### src/rtl/phase_chain_pkg.sv
package phase_chain_pkg;

  typedef enum logic [1:0] {
    CS_IDLE,
    CS_SEEK,
    CS_RUN,
    CS_FAULT
  } ctrl_state_e;

  typedef enum logic [1:0] {
    SEEK_WAIT,
    SEEK_FOUND,
    SEEK_FAIL
  } seek_res_e;

  // Outcome of one discovery edge: ret is the sampled return line and
  // cnt the number of edges already spent waiting.
  function automatic seek_res_e seek_step(input logic ret, input int cnt,
                                          input int max_wait);
    if (ret) return (cnt == 0) ? SEEK_FAIL : SEEK_FOUND;
    if (cnt >= max_wait) return SEEK_FAIL;
    return SEEK_WAIT;
  endfunction

  // True on the last slot of an injection period.
  function automatic logic period_wrap(input int pos, input int period);
    return (pos + 1) >= period;
  endfunction

endpackage

### src/rtl/phase_chain_ctrl.sv
module phase_chain_ctrl
  import phase_chain_pkg::*;
#(
  parameter int MAX_WAIT = 16,
  parameter int CNT_W    = $clog2(MAX_WAIT + 1)
) (
  input  logic             clk,
  input  logic             rst_n,
  input  logic             ring_in,
  output logic             ctrl_tok,
  output logic [CNT_W-1:0] phase_count,
  output logic             count_valid,
  output logic             loop_fault
);

  ctrl_state_e      state;
  logic [CNT_W-1:0] wait_cnt;
  logic [CNT_W-1:0] slot_pos;
  seek_res_e        seek_res;
  logic             slot_wrap;

  assign seek_res  = seek_step(ring_in, int'(wait_cnt), MAX_WAIT);
  assign slot_wrap = period_wrap(int'(slot_pos), int'(phase_count));

  always_ff @(posedge clk) begin
    if (!rst_n) begin
      state       <= CS_IDLE;
      wait_cnt    <= '0;
      slot_pos    <= '0;
      phase_count <= '0;
      ctrl_tok    <= 1'b0;
    end else begin
      unique case (state)
        CS_IDLE: begin
          ctrl_tok <= 1'b1;
          wait_cnt <= '0;
          state    <= CS_SEEK;
        end
        CS_SEEK: begin
          ctrl_tok <= 1'b0;
          unique case (seek_res)
            SEEK_FOUND: begin
              phase_count <= wait_cnt;
              slot_pos    <= '0;
              ctrl_tok    <= 1'b1;
              state       <= CS_RUN;
            end
            SEEK_FAIL: state <= CS_FAULT;
            default:   wait_cnt <= wait_cnt + 1'b1;
          endcase
        end
        CS_RUN: begin
          if (slot_wrap) begin
            slot_pos <= '0;
            ctrl_tok <= 1'b1;
          end else begin
            slot_pos <= slot_pos + 1'b1;
            ctrl_tok <= 1'b0;
          end
        end
        default: ctrl_tok <= 1'b0;
      endcase
    end
  end

  assign count_valid = (state == CS_RUN);
  assign loop_fault  = (state == CS_FAULT);

endmodule

### src/rtl/phase_chain_stage.sv
module phase_chain_stage #(
  parameter bit CLOCK_TIMED = 1'b0
) (
  input  logic clk,
  input  logic rst_n,
  input  logic tok_in,
  input  logic run,
  input  logic iso,
  output logic tok_out,
  output logic pwm_start
);

  logic timing;

  always_ff @(posedge clk) begin
    if (!rst_n) tok_out <= 1'b0;
    else        tok_out <= tok_in;
  end

  generate
    if (CLOCK_TIMED) begin : g_clock_timed
      assign timing = 1'b1;
    end else begin : g_token_timed
      assign timing = tok_out;
    end
  endgenerate

  assign pwm_start = timing & run & ~iso;

endmodule

### src/rtl/phase_chain_seq.sv
module phase_chain_seq #(
  parameter int N_PHASES = 4,
  parameter int MAX_WAIT = 16
) (
  input  logic                          clk,
  input  logic                          rst_n,
  input  logic [N_PHASES-1:0]           phase_iso,
  input  logic                          ring_in,
  output logic                          ring_out,
  output logic [N_PHASES-1:0]           pwm_start,
  output logic [$clog2(MAX_WAIT+1)-1:0] phase_count,
  output logic                          count_valid,
  output logic                          loop_fault
);

  localparam int CNT_W = $clog2(MAX_WAIT + 1);
  localparam bit SINGLE = (N_PHASES == 1);

  logic              ctrl_tok;
  logic [N_PHASES:0] tok_chain;

  phase_chain_ctrl #(
    .MAX_WAIT(MAX_WAIT),
    .CNT_W   (CNT_W)
  ) u_ctrl (
    .clk        (clk),
    .rst_n      (rst_n),
    .ring_in    (ring_in),
    .ctrl_tok   (ctrl_tok),
    .phase_count(phase_count),
    .count_valid(count_valid),
    .loop_fault (loop_fault)
  );

  assign tok_chain[0] = ctrl_tok;

  generate
    for (genvar i = 0; i < N_PHASES; i++) begin : g_stage
      phase_chain_stage #(
        .CLOCK_TIMED(SINGLE)
      ) u_stage (
        .clk      (clk),
        .rst_n    (rst_n),
        .tok_in   (tok_chain[i]),
        .run      (count_valid),
        .iso      (phase_iso[i]),
        .tok_out  (tok_chain[i+1]),
        .pwm_start(pwm_start[i])
      );
    end
  endgenerate

  assign ring_out = tok_chain[N_PHASES];

endmodule

### config.mk
export PLATFORM = sky130hd
export DESIGN_NAME = phase_chain_seq
export DESIGN_NICKNAME = d
export VERILOG_FILES = /design/src/rtl/phase_chain_pkg.sv /design/src/rtl/phase_chain_ctrl.sv /design/src/rtl/phase_chain_stage.sv /design/src/rtl/phase_chain_seq.sv
export SDC_FILE = /design/constraint.sdc
export NUM_CORES = 1
export LEC_CHECK = 0
export ABC_AREA = 0
export BUFFER_PORTS_ARGS = -buffer_cell sky130_fd_sc_hd__buf_2
export CORE_MARGIN = 5
export CORE_UTILIZATION = 30
export DETAILED_ROUTE_END_ITERATION = 7
export SETUP_SLACK_MARGIN = 0.15
export SLEW_MARGIN = 20
export SYNTH_ARGS = -nofsm -noshare
export SYNTH_HDL_FRONTEND = slang
export SYNTH_SLANG_ARGS = --single-unit
### constraint.sdc
create_clock -name clk -period 2.2 [get_ports clk]
set_clock_uncertainty 0.05 [all_clocks]
set_input_delay 0.44 -clock clk [delete_from_list [all_inputs] [get_ports clk]]
set_output_delay 0.44 -clock clk [all_outputs]
set_load 0.05 [all_outputs]
Yosys cells after proc, flatten, opt, wreduce, memory -nomap -nowiden --
Index checks and enable logic that the tools add are counted. W data, S select, Z words.
Word-level totals: flip-flop bits (word level) 22, bits of input ports 7, output and inout port bits 12
Operators by class: add/subtract/negate cells 3, $lt $le $gt $ge 2, equal/unequal tests 8, multiplexer cells 18, bitwise operators 12, reductions and logical operators 9
Operators by type and width (count):
- $ge A32 B6 Y1 | 1
- $pmux W5 S2 | 2
- $mux W5 | 3
- $add A5 B1 Y5 const B | 2
- $mux W2 | 5
- $and A1 B1 Y1 | 8
- $pmux W2 S2 | 2
- $reduce_and A2 Y1 | 4
- $add A5 B1 Y6 const B | 1
- $eq A2 B2 Y1 const B | 3
- $ge A5 B5 Y1 const B | 1
- $logic_not A5 Y1 | 1
- $mux W1 | 5
- $eq A2 B1 Y1 const B | 2
- $not A1 Y1 | 4
- $reduce_bool A2 Y1 | 2
- $ne A3 B2 Y1 const B | 1
- $pmux W1 S3 | 1
- $logic_not A2 Y1 | 1
- $ne A2 B1 Y1 const B | 1
- $ne A2 B2 Y1 const B | 1
- $reduce_or A2 Y1 | 1

Logic depth before layout (Yosys ltp) --
word-level depth 10, gate-level depth with buffers 8, depth with buffers taken out 8

By module --
From an unflattened synthesis, not the netlist that was laid out.
Unflattened totals: cells, all modules 127, area, all modules 1129.8 µm²
Modules (own cells, without submodules):
- phase_chain_ctrl | instances 1, cells each 115, area an instance 989.7 µm², seq. area each 360.3 µm²
- phase_chain_stage | instances 4, cells each 3, area an instance 35.0 µm², seq. area each 20.0 µm²

Worst setup path before layout --
No wires, ideal clock.
kind register to register, start register u_ctrl.phase_count[0], end register u_ctrl.slot_pos[0], setup time 0.070 ns, arrival 2.040 ns, required time 2.080 ns, path slack 0.040 ns, stages on the path, launching flop included 7, buffers on the path 0, clock period less this slack 2.160 ns, cells stage by stage dfxtp_1 -> ha_1 -> nand2b_4 -> a2111oi_4 -> nor3_2 -> or4_1 -> a21boi_1
On the way: longest elaborated chain between the ends 3
Ends and longest elaborated chain:
- start, declared | line phase_chain_ctrl.sv:11 | output logic [CNT_W-1:0] phase_count,
- start signal, assigned | line phase_chain_ctrl.sv:43 | phase_count <= wait_cnt;
- $ge A32 B6 Y1 | line phase_chain_pkg.sv:27 | return (pos + 1) >= period;
- $mux W5 | line phase_chain_ctrl.sv:53 | if (slot_wrap) begin
- $pmux W5 S2 | line phase_chain_ctrl.sv:33 | unique case (state)
- end signal, assigned | line phase_chain_ctrl.sv:57 | slot_pos <= slot_pos + 1'b1;
- end, declared | line phase_chain_ctrl.sv:18 | logic [CNT_W-1:0] slot_pos;
Every way passes these cells. A chain may end at the register's enable or synchronous reset.

Worst setup path after layout --
start register u_ctrl.slot_pos[0], end register u_ctrl.slot_pos[0]
On the way: longest elaborated chain between the ends 4
Ends and longest elaborated chain (line):
- $add A5 B1 Y6 | phase_chain_pkg.sv:27
- $ge A32 B6 Y1 | phase_chain_pkg.sv:27
- $mux W5 * | phase_chain_ctrl.sv:53
- $pmux W5 S2 * | phase_chain_ctrl.sv:33
Mark *: on every way between the ends. The rest lies on a longest branch, timed or not.

==> flow_summary_export.csv <==
group,metric,value,unit
global_route,antenna_found_initial,0,
global_route,globalRouteMet1Util,11.6,%
cts,numCtsBuffers,3,
setup_path,rrSetupSlack,190,ps
cells_and_area,n_fill_cell,390,
drt,num_vias,908,
min_path,hold_class,"flop to flop",
setup_path,rr_startpoint,"u_ctrl.slot_pos[0]",
setup_path,crit_fanout,6,
timing,setup_viol,0,
die,ios,19,
power_and_ir_drop,power_density,543,mW/mm^2
setup_path,worstPathArrival,2160,ps
timing,relSlewSlack,61.7,%
timing,hold_violations,0,
placed_design,placed_cells,183,
yosys,synth_seq_area_share,38.2,%
global_route,grt_util_met2,16.6,%
timing,rsz0062_at_grt,"yes",
placed_design,routabilityCongestion,0.838,
timing,tns,0,ps
min_path,holdCritStartpoint,"u_ctrl.ctrl_tok",
yosys,syn_inst,123,
setup_path,cp-start-kind,"flop",
die,die-width,72.0,um
power_and_ir_drop,ir_drop,0.000346,V
cells_and_area,stdcell_area,0.00139,mm^2
yosys,syn_area,0.00115,mm^2
min_path,whs_path_depth,1,
global_route,grt_pass1_vias,915,
power_and_ir_drop,power_leakage,0.569,nW
drt,viasPerCell,4.86,
die,die_h,72.0,um
yosys,syn_avg_cell_area,9.37,um^2
yosys,ys.flop_type,"dfxtp_1",
cts,cts_buffer_depth,2,
global_route,overflow,0,
placed_design,place_area,0.00127,mm^2
global_route,met3_usage,4.02,%
global_route,grt_pass1_wl,4130,um
cts,htree_levels,1,
yosys,yosysWarningCount,0,
placed_design,io_buffers,18,
drt,dr.pass1.iters,4,
timing,fin_crit_sh,91.4,%
die,start_util,31.2,%
cts,post_cts_buffers,0,
global_route,grt_util_all_layers,10.2,%
drt,avgRoutedWirePerCell,12.7,um
timing,layout_min_cycle_time,2010,ps
timing,clock.fmax,497,MHz
die,rows,22,
cells_and_area,drive_above_1_share,30.2,%
die,dieArea,0.00518,mm^2
timing,slew_viol_final,0,
yosys,synth-async-reset-ratio,0,%
run,cap_violations,0,
drt,ant_nets,0,
min_path,min_to,"g_stage[0].u_stage.tok_out",
cts,cts_tree,"yes",
cts,cts.clk_slew.worst_paths,80,ps
cells_and_area,area_growth_syn_to_layout,20.8,%
cts,clockRootBuffer,"clkbuf_8",
cts,cts_sinks,22,
drt,wl,2380,um
die,core_area,0.00369,mm^2
drt,drtIter0Drc,24,
cts,ctsHoldBuffers,0,
global_route,busiest_layer,"met2",
placed_design,hpwl,1680,um
cells_and_area,antennaDiodeCount,0,
setup_path,r2r_end,"u_ctrl.slot_pos[0]",
timing,max_slew.worst_pin.slew,573,ps
global_route,grt_max_degree,18,
setup_path,reg2reg_depth,8,
cells_and_area,stdcell_count,187,
cts,insertion_delay,260,ps
yosys,ys_seq_elements,22,
run_status,outcome,"finished clean",
yosys,yosysUniqueCellTypes,36,
cells_and_area,fin_nets,155,
yosys,syn-num-nets,138,
yosys,synth-edff-count,0,
setup_path,critPathCaptureType,"flop",
setup_path,path_class,"flop to flop",
drt,drc,0,
setup_path,worstPathRequired,2340,ps
logic make-up after synthesis:
group           count (synthesis)  synth area share, %
simple gates                   52                 25.8
flops                          22                 38.2
compound gates                 20                 16.3
buf+inv                        15                 6.30
fa+ha+maj                       8                 8.69
xor+xnor                        5                 3.80
mux                             1                0.869
synthesized netlist by cell type (all sizes together) (2+ instances only):
library cell   n  area share [%]
nor3           3             2.2
ha             8             8.7
inv            9             2.9
nor2b          5             2.7
o21ai          3             1.3
nor3b          4             2.6
buf            5             3.0
a21oi          2            0.87
a22oi          2             1.3
a22o           4             3.0
and2           7             3.8
nor2           8             2.6
nand2         11             3.6
nand2b         3             2.3
o41ai          2             3.1
xnor2          2             1.5
dfxtp         22              38
a21boi         4             2.6
xor2           3             2.3
nand3          5             2.2
what timing repair did:
item                                    CTS  global route
gates resized for setup                  11            10
hold endpoints to repair                  0             0
pin swaps                                 3             2
endpoints found under the setup margin   10            10
state kept, by name, indices dropped and copies added, names as in the netlist:
| register | cells |
|---|---|
| u_ctrl.phase_count | 5 |
| u_ctrl.state | 2 |
| u_ctrl.slot_pos | 5 |
| u_ctrl.wait_cnt | 5 |
| g_stage.u_stage.tok_out | 4 |
| u_ctrl.ctrl_tok | 1 |
worst max-delay path, stage by stage, from the launching register on:
cell and delay [ps]:
dfxtp_4 400, ha_4 160, nand3_1 130, xnor2_2 170
ha_1 270, o21ai_1 140, nor3_4 80, or4_1 420
a21boi_1 130
placed cells by master (no fill, tap or decap), types with 3 or more instances in the layout:
cell,instances
nor2_1,8
nand3_1,4
dfxtp_2,3
nand2_1,11
dfxtp_4,3
buf_2,16
ha_1,5
nor3b_1,4
and2_1,7
clkbuf_8,4
a22o_1,4
nor2b_1,5
dfxtp_1,16
xor2_1,3
inv_1,9
a21boi_0,3
routing by layer:
metal  wire length (um)  share of wire, %  vias up
li1                   -                 -      458
met1               1090                46      424
met2               1090                46       21
met3                148               6.2        5
met4                 49               2.1        0
met5                  0                 0        -
stage by stage:
step | util, % | hold WS (ps) | total power [mW] | setup WS, ps
after floorplan | - | 362 | 0.463 | 185
after global placement | 34.3 | 364 | 0.479 | 106
after detailed placement | 34.3 | 380 | 0.481 | 45.3
after CTS | 37.0 | 399 | 0.772 | 155
after global routing | 37.8 | 428 | 0.792 | 65.7
final | 37.8 | 390 | 0.756 | 188
worst max-delay path by stage:
stage	start	endpoint	slack, ps
final	u_ctrl.slot_pos[0]	u_ctrl.slot_pos[0]	190
after floorplan	u_ctrl.phase_count[2]	u_ctrl.slot_pos[0]	180
after global routing	u_ctrl.slot_pos[0]	u_ctrl.slot_pos[0]	70
after detailed placement	u_ctrl.slot_pos[0]	u_ctrl.slot_pos[3]	50
after global placement	u_ctrl.slot_pos[0]	u_ctrl.slot_pos[3]	110
after CTS	u_ctrl.slot_pos[0]	u_ctrl.slot_pos[0]	160
power by group:
part           internal [mW]  switching, mW  total [mW]  leakage (nW)
Sequential             0.402        0.00997       0.412         0.182
Combinational         0.0217         0.0347      0.0564         0.358
Clock                  0.160          0.128       0.288        0.0288
cell type report:
type | count | area [um^2] | area share [%]
Multi-Input combinational cell | 86 | 693 | 49.8
Sequential cell | 22 | 455 | 32.7
Timing Repair Buffer | 18 | 95.1 | 6.83
Tap cell | 48 | 60.1 | 4.31
Clock buffer | 4 | 55.1 | 3.95
Inverter | 9 | 33.8 | 2.43
(Power assumes the default switching activity.)
